==> config.mk <==
export PLATFORM = sky130hd
export DESIGN_NAME = pad_group_mux
export DESIGN_NICKNAME = d
export VERILOG_FILES = /design/src/rtl/pgm_pkg.sv /design/src/rtl/pgm_sel_reg.sv /design/src/rtl/pgm_onehot_mux.sv /design/src/rtl/pgm_in_gather.sv /design/src/rtl/pad_group_mux.sv
export SDC_FILE = /design/constraint.sdc
export NUM_CORES = 1
export LEC_CHECK = 0
export BUFFER_PORTS_ARGS = -buffer_cell sky130_fd_sc_hd__buf_4
export CAP_MARGIN = 20
export CORE_MARGIN = 4
export CORE_UTILIZATION = 35
export DETAILED_ROUTE_END_ITERATION = 16
export GPL_TIMING_DRIVEN = 0
export PLACE_DENSITY_LB_ADDON = 0.08
export SYNTH_ARGS = -nofsm -noshare
export SYNTH_HDL_FRONTEND = slang
export SYNTH_SLANG_ARGS = --single-unit
==> constraint.sdc <==
create_clock -name clk_i -period 3.8 [get_ports clk_i]
set_input_delay 0.76 -clock clk_i [delete_from_list [all_inputs] [get_ports clk_i]]
set_output_delay 0.76 -clock clk_i [all_outputs]
set_load 0.1 [all_outputs]
==> src/rtl/pgm_pkg.sv <==
package pgm_pkg;
  localparam int GRP_W    = 3;
  localparam int NUM_GRP  = 7;
  localparam int NUM_SLOT = 3;

  function automatic bit is_gpl_grp(input int g);
    return (g == 1) || (g >= 4);
  endfunction

  function automatic int fix_slot(input int g);
    return (g == 0) ? 0 : (g == 2) ? 1 : 2;
  endfunction

  function automatic int slot_grp(input int s);
    return (s == 0) ? 0 : (s == 1) ? 2 : 3;
  endfunction

  function automatic int gpl_off(input int g);
    return (g == 1) ? 0 : g;
  endfunction

  function automatic bit in_only(input int s, input int p);
    return ((p + s) % 3) == 2;
  endfunction
endpackage

==> src/rtl/pgm_sel_reg.sv <==
module pgm_sel_reg
  import pgm_pkg::*;
(
  input  logic             clk_i,
  input  logic             rst_ni,
  input  logic             wr_en_i,
  input  logic [GRP_W-1:0] wr_data_i,
  output logic [NUM_GRP-1:0] grp_oh_o,
  output logic [GRP_W-1:0] grp_o
);
  logic [NUM_GRP-1:0] grp_oh_q;
  logic               wr_ok;

  assign wr_ok = wr_en_i && (int'(wr_data_i) < NUM_GRP);

  // one-hot state: each pad mux is a single AND-OR level with no decoder
  always_ff @(posedge clk_i or negedge rst_ni) begin
    if (!rst_ni)    grp_oh_q <= NUM_GRP'(1);
    else if (wr_ok) grp_oh_q <= NUM_GRP'(1) << wr_data_i;
  end

  always_comb begin
    grp_o = '0;
    for (int g = 0; g < NUM_GRP; g++)
      if (grp_oh_q[g]) grp_o = grp_o | GRP_W'(g);
  end

  assign grp_oh_o = grp_oh_q;
endmodule

==> src/rtl/pgm_onehot_mux.sv <==
module pgm_onehot_mux #(
  parameter int N = 7
) (
  input  logic [N-1:0] sel_i,
  input  logic [N-1:0] data_i,
  output logic         y_o
);
  assign y_o = |(sel_i & data_i);
endmodule

==> src/rtl/pgm_in_gather.sv <==
module pgm_in_gather
  import pgm_pkg::*;
#(
  parameter int NUM_PADS  = 8,
  parameter int NUM_LINES = 16,
  localparam int NUM_FIX  = NUM_SLOT * NUM_PADS
) (
  input  logic [NUM_GRP-1:0]   grp_oh_i,
  input  logic [NUM_PADS-1:0]  pad_i,
  output logic [NUM_FIX-1:0]   fix_in_o,
  output logic [NUM_LINES-1:0] gpl_in_o
);
  for (genvar s = 0; s < NUM_SLOT; s++) begin : g_slot
    for (genvar p = 0; p < NUM_PADS; p++) begin : g_pad
      assign fix_in_o[s*NUM_PADS+p] = pad_i[p] & grp_oh_i[slot_grp(s)];
    end
  end

  for (genvar l = 0; l < NUM_LINES; l++) begin : g_line
    logic [NUM_GRP-1:0] term;
    for (genvar g = 0; g < NUM_GRP; g++) begin : g_grp
      localparam int SRC = (l - (gpl_off(g) % NUM_LINES) + NUM_LINES) % NUM_LINES;
      if (is_gpl_grp(g) && (SRC < NUM_PADS)) begin : g_hit
        assign term[g] = pad_i[SRC] & grp_oh_i[g];
      end else begin : g_miss
        assign term[g] = 1'b0;
      end
    end
    assign gpl_in_o[l] = |term;
  end
endmodule

==> src/rtl/pad_group_mux.sv <==
module pad_group_mux
  import pgm_pkg::*;
#(
  parameter int NUM_PADS  = 8,
  parameter int NUM_LINES = 16,
  localparam int NUM_FIX  = NUM_SLOT * NUM_PADS
) (
  input  logic                 clk_i,
  input  logic                 rst_ni,
  input  logic                 wr_en_i,
  input  logic [GRP_W-1:0]     wr_data_i,
  output logic [GRP_W-1:0]     rd_data_o,
  input  logic [NUM_PADS-1:0]  pad_i,
  output logic [NUM_PADS-1:0]  pad_o,
  output logic [NUM_PADS-1:0]  pad_oe_o,
  input  logic [NUM_FIX-1:0]   fix_out_i,
  input  logic [NUM_FIX-1:0]   fix_oe_i,
  output logic [NUM_FIX-1:0]   fix_in_o,
  input  logic [NUM_LINES-1:0] gpl_out_i,
  input  logic [NUM_LINES-1:0] gpl_oe_i,
  output logic [NUM_LINES-1:0] gpl_in_o
);
  logic [NUM_GRP-1:0] grp_oh;
  logic               unused_src;

  // input-only slots and unmapped lines leave some source bits unread
  assign unused_src = ^{fix_out_i, fix_oe_i, gpl_out_i, gpl_oe_i};

  pgm_sel_reg u_sel (
    .clk_i     (clk_i),
    .rst_ni    (rst_ni),
    .wr_en_i   (wr_en_i),
    .wr_data_i (wr_data_i),
    .grp_oh_o  (grp_oh),
    .grp_o     (rd_data_o)
  );

  for (genvar p = 0; p < NUM_PADS; p++) begin : g_pad
    logic [NUM_GRP-1:0] src_o, src_oe;
    for (genvar g = 0; g < NUM_GRP; g++) begin : g_grp
      if (is_gpl_grp(g)) begin : g_line
        localparam int LN = (p + gpl_off(g)) % NUM_LINES;
        assign src_o[g]  = gpl_out_i[LN];
        assign src_oe[g] = gpl_oe_i[LN];
      end else if (in_only(fix_slot(g), p)) begin : g_inonly
        assign src_o[g]  = 1'b0;
        assign src_oe[g] = 1'b0;
      end else begin : g_fix
        localparam int FI = fix_slot(g) * NUM_PADS + p;
        assign src_o[g]  = fix_out_i[FI];
        assign src_oe[g] = fix_oe_i[FI];
      end
    end

    pgm_onehot_mux #(.N(NUM_GRP)) u_mux_o (
      .sel_i (grp_oh), .data_i (src_o),  .y_o (pad_o[p])
    );
    pgm_onehot_mux #(.N(NUM_GRP)) u_mux_oe (
      .sel_i (grp_oh), .data_i (src_oe), .y_o (pad_oe_o[p])
    );
  end

  pgm_in_gather #(.NUM_PADS(NUM_PADS), .NUM_LINES(NUM_LINES)) u_gather (
    .grp_oh_i (grp_oh),
    .pad_i    (pad_i),
    .fix_in_o (fix_in_o),
    .gpl_in_o (gpl_in_o)
  );
endmodule

==> results of run 1 <==
## cell families after synthesis
group                  Yosys count  synth area share
buffers and inverters           45             0.192
AND/OR/NAND/NOR                 72             0.320
AO/OA/AOI/OAI                   62             0.356
other                            1           0.00276
flip-flops                       7             0.130
## critical path, delay by kind of cell, from the launching register on
family / cells / cell delay [ns]
buffers and inverters: 3 / 0.79
flip-flops: 1 / 0.55
AO/OA/AOI/OAI: 1 / 0.18
AND/OR/NAND/NOR: 1 / 0.11
## cells in the mapped netlist
cell	n	area, µm²
sky130_fd_sc_hd__a22oi_1	52	390
sky130_fd_sc_hd__and2_1	29	181
sky130_fd_sc_hd__nand3_1	20	100
sky130_fd_sc_hd__buf_4	18	135
sky130_fd_sc_hd__buf_2	13	65.1
sky130_fd_sc_hd__clkbuf_1	7	26.3
sky130_fd_sc_hd__dfrtp_1	6	150
sky130_fd_sc_hd__a222oi_1	5	50.1
sky130_fd_sc_hd__inv_1	5	18.8
sky130_fd_sc_hd__nand2_1	5	18.8
sky130_fd_sc_hd__nand2b_1	4	25.0
sky130_fd_sc_hd__nand4_1	4	25.0
sky130_fd_sc_hd__a2bb2oi_1	3	26.3
sky130_fd_sc_hd__nand4bb_1	3	33.8
sky130_fd_sc_hd__or3_1	3	18.8
sky130_fd_sc_hd__a22o_1	2	17.5
sky130_fd_sc_hd__nor2b_1	2	12.5
sky130_fd_sc_hd__and2b_2	1	8.76
sky130_fd_sc_hd__buf_1	1	3.75
sky130_fd_sc_hd__buf_6	1	11.3
sky130_fd_sc_hd__conb_1	1	3.75
sky130_fd_sc_hd__dfstp_2	1	26.3
sky130_fd_sc_hd__or4b_1	1	10.0
## layout make-up
type | count | area, µm² | share of cell area
Buffer | 40 | 241 | 0.0988
Tap cell | 48 | 60.1 | 0.0246
Clock buffer | 4 | 45.0 | 0.0184
Timing Repair Buffer | 130 | 976 | 0.399
Inverter | 5 | 18.8 | 0.00768
Sequential cell | 7 | 176 | 0.0722
Multi-Input combinational cell | 136 | 926 | 0.379
## per-layer routing
layer	vias to the layer above	track usage	wire, µm
met2	115	0.348	2860
met1	911	0.306	2400
li1	957	-	-
met3	11	0.0403	559
met5	-	0	0
met4	0	0.0638	93
## worst max path at each step
stage	from	endpoint	slack, ns	cells past startpoint
final	u_sel.grp_oh_o[0]	pad_oe_o[1]	1.17	5
after global routing	u_sel.grp_oh_o[0]	pad_oe_o[0]	1.08	5
after CTS	u_sel.grp_oh_o[0]	pad_oe_o[1]	1.18	5
after detailed placement	u_sel.grp_oh_o[0]	pad_oe_o[1]	1.42	5
after global placement	u_sel.grp_oh_o[0]	pad_oe_o[1]	1.41	5
after floorplan	u_sel.grp_oh_o[0]	fix_in_o[0]	1.53	2
## power by group
part           internal [mW]  switching (mW)  total [mW]
sequential            0.0820         0.00262      0.0846
combinational          0.239           0.656       0.896
clock                 0.0726          0.0333       0.106
total                  0.394           0.692        1.09
## per-stage QoR
stage | utilization | instance area, µm² | setup slack [ns] | power [mW]
5_1_grt | 0.658 | 2440 | 1.08 | 1.13
4_1_cts | 0.658 | 2440 | 1.18 | 1.09
6_report | 0.658 | 2440 | 1.17 | 1.09
3_3_place_gp | 0.645 | 2400 | 1.41 | 0.979
3_5_place_dp | 0.645 | 2400 | 1.42 | 0.981
2_1_floorplan | - | 1360 | 1.53 | 0.772
==> run summary, run 1 <==
FLOORPLANNING
---------------------------------------------------------------------------
Die extent in x                                                     70.3 µm
Die Outline Area                                                   4940 µm²
Site row count                                                           22
Vert. Die Dim                                                       70.3 µm
Initial Utilization                                                   0.366
Core area                                                          3720 µm²
I/O pin total                                                           153

WORST SETUP PATH
---------------------------------------------------------------------------
R2R Path Start                                                 u_sel.grp_oh_o[0]
Critical path endpoint category                                 output port
Class of the most critical setup path                          flip-flop to output port
Critical path, cell by cell                                    buf_1 -> a22oi_1 -> nand3_1 -> buf_4 -> buf_4
Required @ worst endpoint                                           3.04 ns
Worst r2r dst                                                  u_sel.grp_oh_o[0]
Delay of the slowest cell on the worst path                         0.55 ns
Count of cells along the worst register-to-register path                  3
Maximum fanout along the worst path                                      10
Critical Path AT                                                    1.87 ns
Worst path most repeated cell                                  sky130_fd_sc_hd__buf_4
R2r setup slk                                                       2.61 ns
Critical path startpoint category                                 flip-flop
Slowest stage cell on the critical path                        sky130_fd_sc_hd__dfstp_2

LOGIC SYNTHESIS
---------------------------------------------------------------------------
Distinct cell type count of the synthesized netlist                      23
FF+latch count, synth                                                     7
Cell area after technology mapping                                 1360 µm²
Synthesized instance count                                              187
Yosys warning total                                                       0
Sequential share of the synthesized area                              0.130
Avg Inst Size Synth                                                7.27 µm²

DETAILED ROUTING
---------------------------------------------------------------------------
Ratio of routed vias to standard cells                                 5.39
Avg WL per Cell                                                     16.0 µm
Detailed Route WL                                                   5910 µm
Iteration-0 DRC count of the detailed router                            225
First-pass DRT Iterations                                                 8
DRC violations left                                                       0
Vias after detailed routing                                            1994
Post-detailed-route count of antenna-violating nets                       0

FINAL LAYOUT
---------------------------------------------------------------------------
Most common cell after layout, fill and taps aside             sky130_fd_sc_hd__buf_4
Nets                                                                    417
Number of fillers in the final layout                                   361
Flip-flop count of the largest register after layout                      7
Commonest cells after routing, fill and taps aside             sky130_fd_sc_hd__buf_4 (148), sky130_fd_sc_hd__a22oi_1 (52), sky130_fd_sc_hd__and2_1 (29)
Layout overhead on the synthesized area                               79.8%
Diode count                                                               0
Non-filler cells in the finished layout                                 370
Share of post-route cells with drive strength above 1                 0.519

CLOCK NETWORK
---------------------------------------------------------------------------
Post-CTS Hold Buffers                                                     0
CTS root buf                                                   sky130_fd_sc_hd__clkbuf_8
CTS-repair resized insts                                                  0
Number of CTS-inserted buffers                                            3
H-tree depth reported by CTS                                              1
Clock transition at the registers of the reported paths             0.04 ns
Clk_lat worst skew                                                  0.23 ns
Post-CTS Setup Repair Bufs                                                0
CTS tree                                                               done
Maximum clock insertion buffer count                                      2
Clk sinks                                                                 7

PLACEMENT
---------------------------------------------------------------------------
Final estimated routing congestion in global placement                0.829
IO Port Bufs                                                            130
Estimated wirelength of the detail-placed design                    4680 µm
Post-placement cell count                                               366

GLOBAL ROUTING
---------------------------------------------------------------------------
Overflow after GRT                                                        0
Vias in the first global route                                         1803
Antenna violations before repair                                          0
Overall track demand over capacity in global routing                  0.221
Global-route wire length before repair                              9130 µm
Maximum number of pins on one net before global-route repair             11

STA
---------------------------------------------------------------------------
Setup tns final                                                        0 ns
Final critical-path required period                                 2.63 ns
Final count of hold timing violations                                     0
Unrepaired setup endpoints after global routing                          no
Worst max-slew margin expressed relative to the limit                 0.649
Number of setup violations in the final report                            0
Transition time at the pin with the least slew margin              0.527 ns
Period Utilization, post-route                                        0.693
Minimum hold slack                                                 0.330 ns
Highest achievable clock rate                                       380 MHz
Max Slew Vio Count                                                        0
Fin Clk Skew                                                           0 ns

RUN STATUS
---------------------------------------------------------------------------
Run status                                                     finished clean

POWER AND IR DROP
---------------------------------------------------------------------------
Leakage power                                                       1.28 nW
Largest voltage drop on the vdd net                                  232 µV
Ratio of total power to cell area                                445 nW/µm²

JOB
---------------------------------------------------------------------------
Max-cap violation count                                                   0

WORST HOLD PATH
---------------------------------------------------------------------------
Type of the most critical hold path                            primary input to asynchronous set/reset pin

Power figures use the tool's default switching activity.
==> run 2: changes to the inputs <==
--- a/config.mk
+++ b/config.mk
@@ -8,7 +8,7 @@
 export BUFFER_PORTS_ARGS = -buffer_cell sky130_fd_sc_hd__buf_4
 export CAP_MARGIN = 20
 export CORE_MARGIN = 4
-export CORE_UTILIZATION = 35
+export CORE_UTILIZATION = 31
 export DETAILED_ROUTE_END_ITERATION = 16
 export GPL_TIMING_DRIVEN = 0
 export PLACE_DENSITY_LB_ADDON = 0.08
==> constraint.sdc (replaced) <==
create_clock -name clk_i -period 2.4 [get_ports clk_i]
set_input_delay 0.48 -clock clk_i [delete_from_list [all_inputs] [get_ports clk_i]]
set_output_delay 0.48 -clock clk_i [all_outputs]
set_load 0.1 [all_outputs]
==> run 2 against run 1 <==
Utilization decreased by 6.3 points. First-iteration DRC count decreased by 24%. Final area increased by 0.15%. Sequential share of layout area about the same. Global-route usage decreased by 1.8 points. Sequential power increased by 60%. Largest cell class unchanged. Power increased by 58%. Combinational power increased by 58%.
==> run summary, run 2 (synthesis gave the netlist of run 1 again) <==
FINAL LAYOUT
---------------------------------------------------------------------------
Commonest cells after routing, fill and taps aside             sky130_fd_sc_hd__buf_4 (148), sky130_fd_sc_hd__a22oi_1 (52), sky130_fd_sc_hd__and2_1 (29)
Flip-flop count of the largest register after layout                      7   unchanged
Area of all sequential standard cells                               176 µm²   unchanged
Post-Layout Inst Area                                              2450 µm²   +0.15%
Most common cell after layout, fill and taps aside             sky130_fd_sc_hd__buf_4
Diode count                                                               0   unchanged
Number of fillers in the final layout                                   417   +16%
Layout overhead on the synthesized area                               80.1%
Nets                                                                    417   unchanged
Multi-input gate area                                               926 µm²   unchanged
Share of post-route cells with drive strength above 1                 0.522   +0.00311

POWER AND IR DROP
---------------------------------------------------------------------------
Largest voltage drop on the vdd net                                  359 µV   +54%
Ratio of total power to cell area                                703 nW/µm²   +58%
Leakage power                                                       1.29 nW   +0.26%
PnR Total Power                                                     1.72 mW   +58%

CLOCK NETWORK
---------------------------------------------------------------------------
CTS root buf                                                   sky130_fd_sc_hd__clkbuf_8
Number of CTS-inserted buffers                                            3   unchanged
Maximum clock insertion buffer count                                      2   unchanged
Clk sinks                                                                 7   unchanged
Clk_lat worst skew                                                  0.22 ns   about the same
H-tree depth reported by CTS                                              1   unchanged
Clock transition at the registers of the reported paths             0.04 ns   about the same
CTS tree                                                               done
Post-CTS Setup Repair Bufs                                                0   unchanged

JOB
---------------------------------------------------------------------------
Max-cap violation count                                                   0   unchanged

FLOORPLANNING
---------------------------------------------------------------------------
Die extent in x                                                     74.2 µm   +5.5%
Initial Utilization                                                   0.330   -0.0355
Vert. Die Dim                                                       74.2 µm   +5.5%
Site row count                                                           23   +4.5%
Core area                                                          4120 µm²   +11%
I/O pin total                                                           153   unchanged
Die Outline Area                                                   5510 µm²   +11%

GLOBAL ROUTING
---------------------------------------------------------------------------
Overflow after GRT                                                        0   unchanged
Global-route wire length before repair                              9070 µm   -0.60%
Overall track demand over capacity in global routing                  0.204   -0.0176
Antenna violations before repair                                          0   unchanged
Vias in the first global route                                         1772   -1.7%
Maximum number of pins on one net before global-route repair             11   unchanged

WORST HOLD PATH
---------------------------------------------------------------------------
Type of the most critical hold path                            primary input to asynchronous set/reset pin

STA
---------------------------------------------------------------------------
Highest achievable clock rate                                       457 MHz
Max Slew Vio Count                                                        0   unchanged
Period Utilization, post-route                                        0.911
Transition time at the pin with the least slew margin              0.504 ns   -0.0225 ns
Setup tns final                                                        0 ns   unchanged
Final count of hold timing violations                                     0   unchanged
Unrepaired setup endpoints after global routing                          no
Number of setup violations in the final report                            0   unchanged
Setup slack of the critical path after layout                      0.214 ns   -0.951 ns
Worst max-slew margin expressed relative to the limit                 0.664   +0.0150
Final critical-path required period                                 2.19 ns
Fin Clk Skew                                                           0 ns   unchanged

PLACEMENT
---------------------------------------------------------------------------
Final estimated routing congestion in global placement                0.844   +1.9%
Area of placed instances                                           2400 µm²   +0.10%
Estimated wirelength of the detail-placed design                    4860 µm   +3.9%
IO Port Bufs                                                            130   unchanged
Pre-CTS setup slack                                                0.282 ns   -1.14 ns

WORST SETUP PATH
---------------------------------------------------------------------------
Critical path endpoint category                                 output port
Critical Path AT                                                    1.71 ns   -0.16 ns
Class of the most critical setup path                          flip-flop to output port
Delay of the slowest cell on the worst path                         0.55 ns   about the same
Required @ worst endpoint                                           1.92 ns   -1.12 ns
Critical path, cell by cell                                    clkbuf_1 -> a22oi_1 -> nand3_1 -> buf_4 -> buf_4
Slowest stage cell on the critical path                        sky130_fd_sc_hd__dfstp_2
Critical path startpoint category                                 flip-flop
Worst path most repeated cell                                  sky130_fd_sc_hd__buf_4
Maximum fanout along the worst path                                      10   unchanged

DETAILED ROUTING
---------------------------------------------------------------------------
Iteration-0 DRC count of the detailed router                            171   -24%
Routed metal-1 wirelength                                           2500 µm   +4.1%
DRC violations left                                                       0   unchanged
Vias after detailed routing                                            1989   -0.25%
Highest Signal Layer                                                   met4
Sum of met3 wire segment lengths after detailed routing              625 µm   +12%
First-pass DRT Iterations                                                 5   -3
Post-detailed-route count of antenna-violating nets                       0   unchanged
Met2 Wirelength                                                     2810 µm   -1.5%
Avg WL per Cell                                                     16.3 µm   +2.0%
Ratio of routed vias to standard cells                                 5.35   -0.79%
Detailed Route WL                                                   6060 µm   +2.6%

RUN STATUS
---------------------------------------------------------------------------
Run status                                                     finished clean

==> run 2: power by group <==
part / switching [mW] / leakage (nW) / total (mW) / internal, mW
registers: 0.00505 / 0.0885 / 0.135 / 0.130
logic: 1.04 / 1.17 / 1.42 / 0.379
clock network: 0.0510 / 0.0228 / 0.166 / 0.115
total: 1.10 / 1.29 / 1.72 / 0.624
==> run 2: path summary, 6_finish.rpt <==
path,from,to,slack [ns],cells after the start
worst max-delay path,u_sel.grp_oh_o[0],pad_o[1],0.21,5
min in group clk_i,u_sel.grp_oh_o[0],u_sel.grp_oh_o[0],0.52,2
worst max register to register,u_sel.grp_oh_o[0],u_sel.grp_oh_o[0],1.18,3
worst min register to register,u_sel.grp_oh_o[0],u_sel.grp_oh_o[0],0.52,2
worst min-delay path,rst_ni,u_sel.grp_oh_o[1],0.06,1
max in group asynchronous,rst_ni,u_sel.grp_oh_o[0],2.13,1
==> run 2: metrics by stage <==
stage	util	hold WS (ns)	instances
2_1_floorplan	-	0.184	188
3_3_place_gp	0.583	0.297	368
3_5_place_dp	0.583	0.300	368
4_1_cts	0.594	0.0590	372
5_1_grt	0.595	0.0535	372
6_report	0.595	0.0578	372
==> run 2: critical path: cells and delay by family (launching register included) <==
| kind | cells | cell delay, ns |
|---|---|---|
| buffers and inverters | 3 | 0.71 |
| AO/OA/AOI/OAI | 1 | 0.12 |
| flip-flops | 1 | 0.55 |
| AND/OR/NAND/NOR | 1 | 0.10 |
==> run 2: cell type report <==
type / instances / share of cell area
Tap cell: 50 / 0.0256
Inverter: 5 / 0.00767
Multi-Input combinational cell: 136 / 0.378
Timing Repair Buffer: 130 / 0.399
Sequential cell: 7 / 0.0721
Clock buffer: 4 / 0.0184
Buffer: 40 / 0.0992
==> run 2: timing repair <==
item,CTS,global route
gates resized for setup,0,1
hold buffers,0,0
endpoints found under the setup margin,0,7
==> run 2: layer usage <==
| metal | track usage | vias up |
|---|---|---|
| li1 | - | 962 |
| met2 | 0.325 | 103 |
| met4 | 0.0563 | 0 |
| met3 | 0.0284 | 12 |
| met5 | 0 | - |
| met1 | 0.286 | 912 |
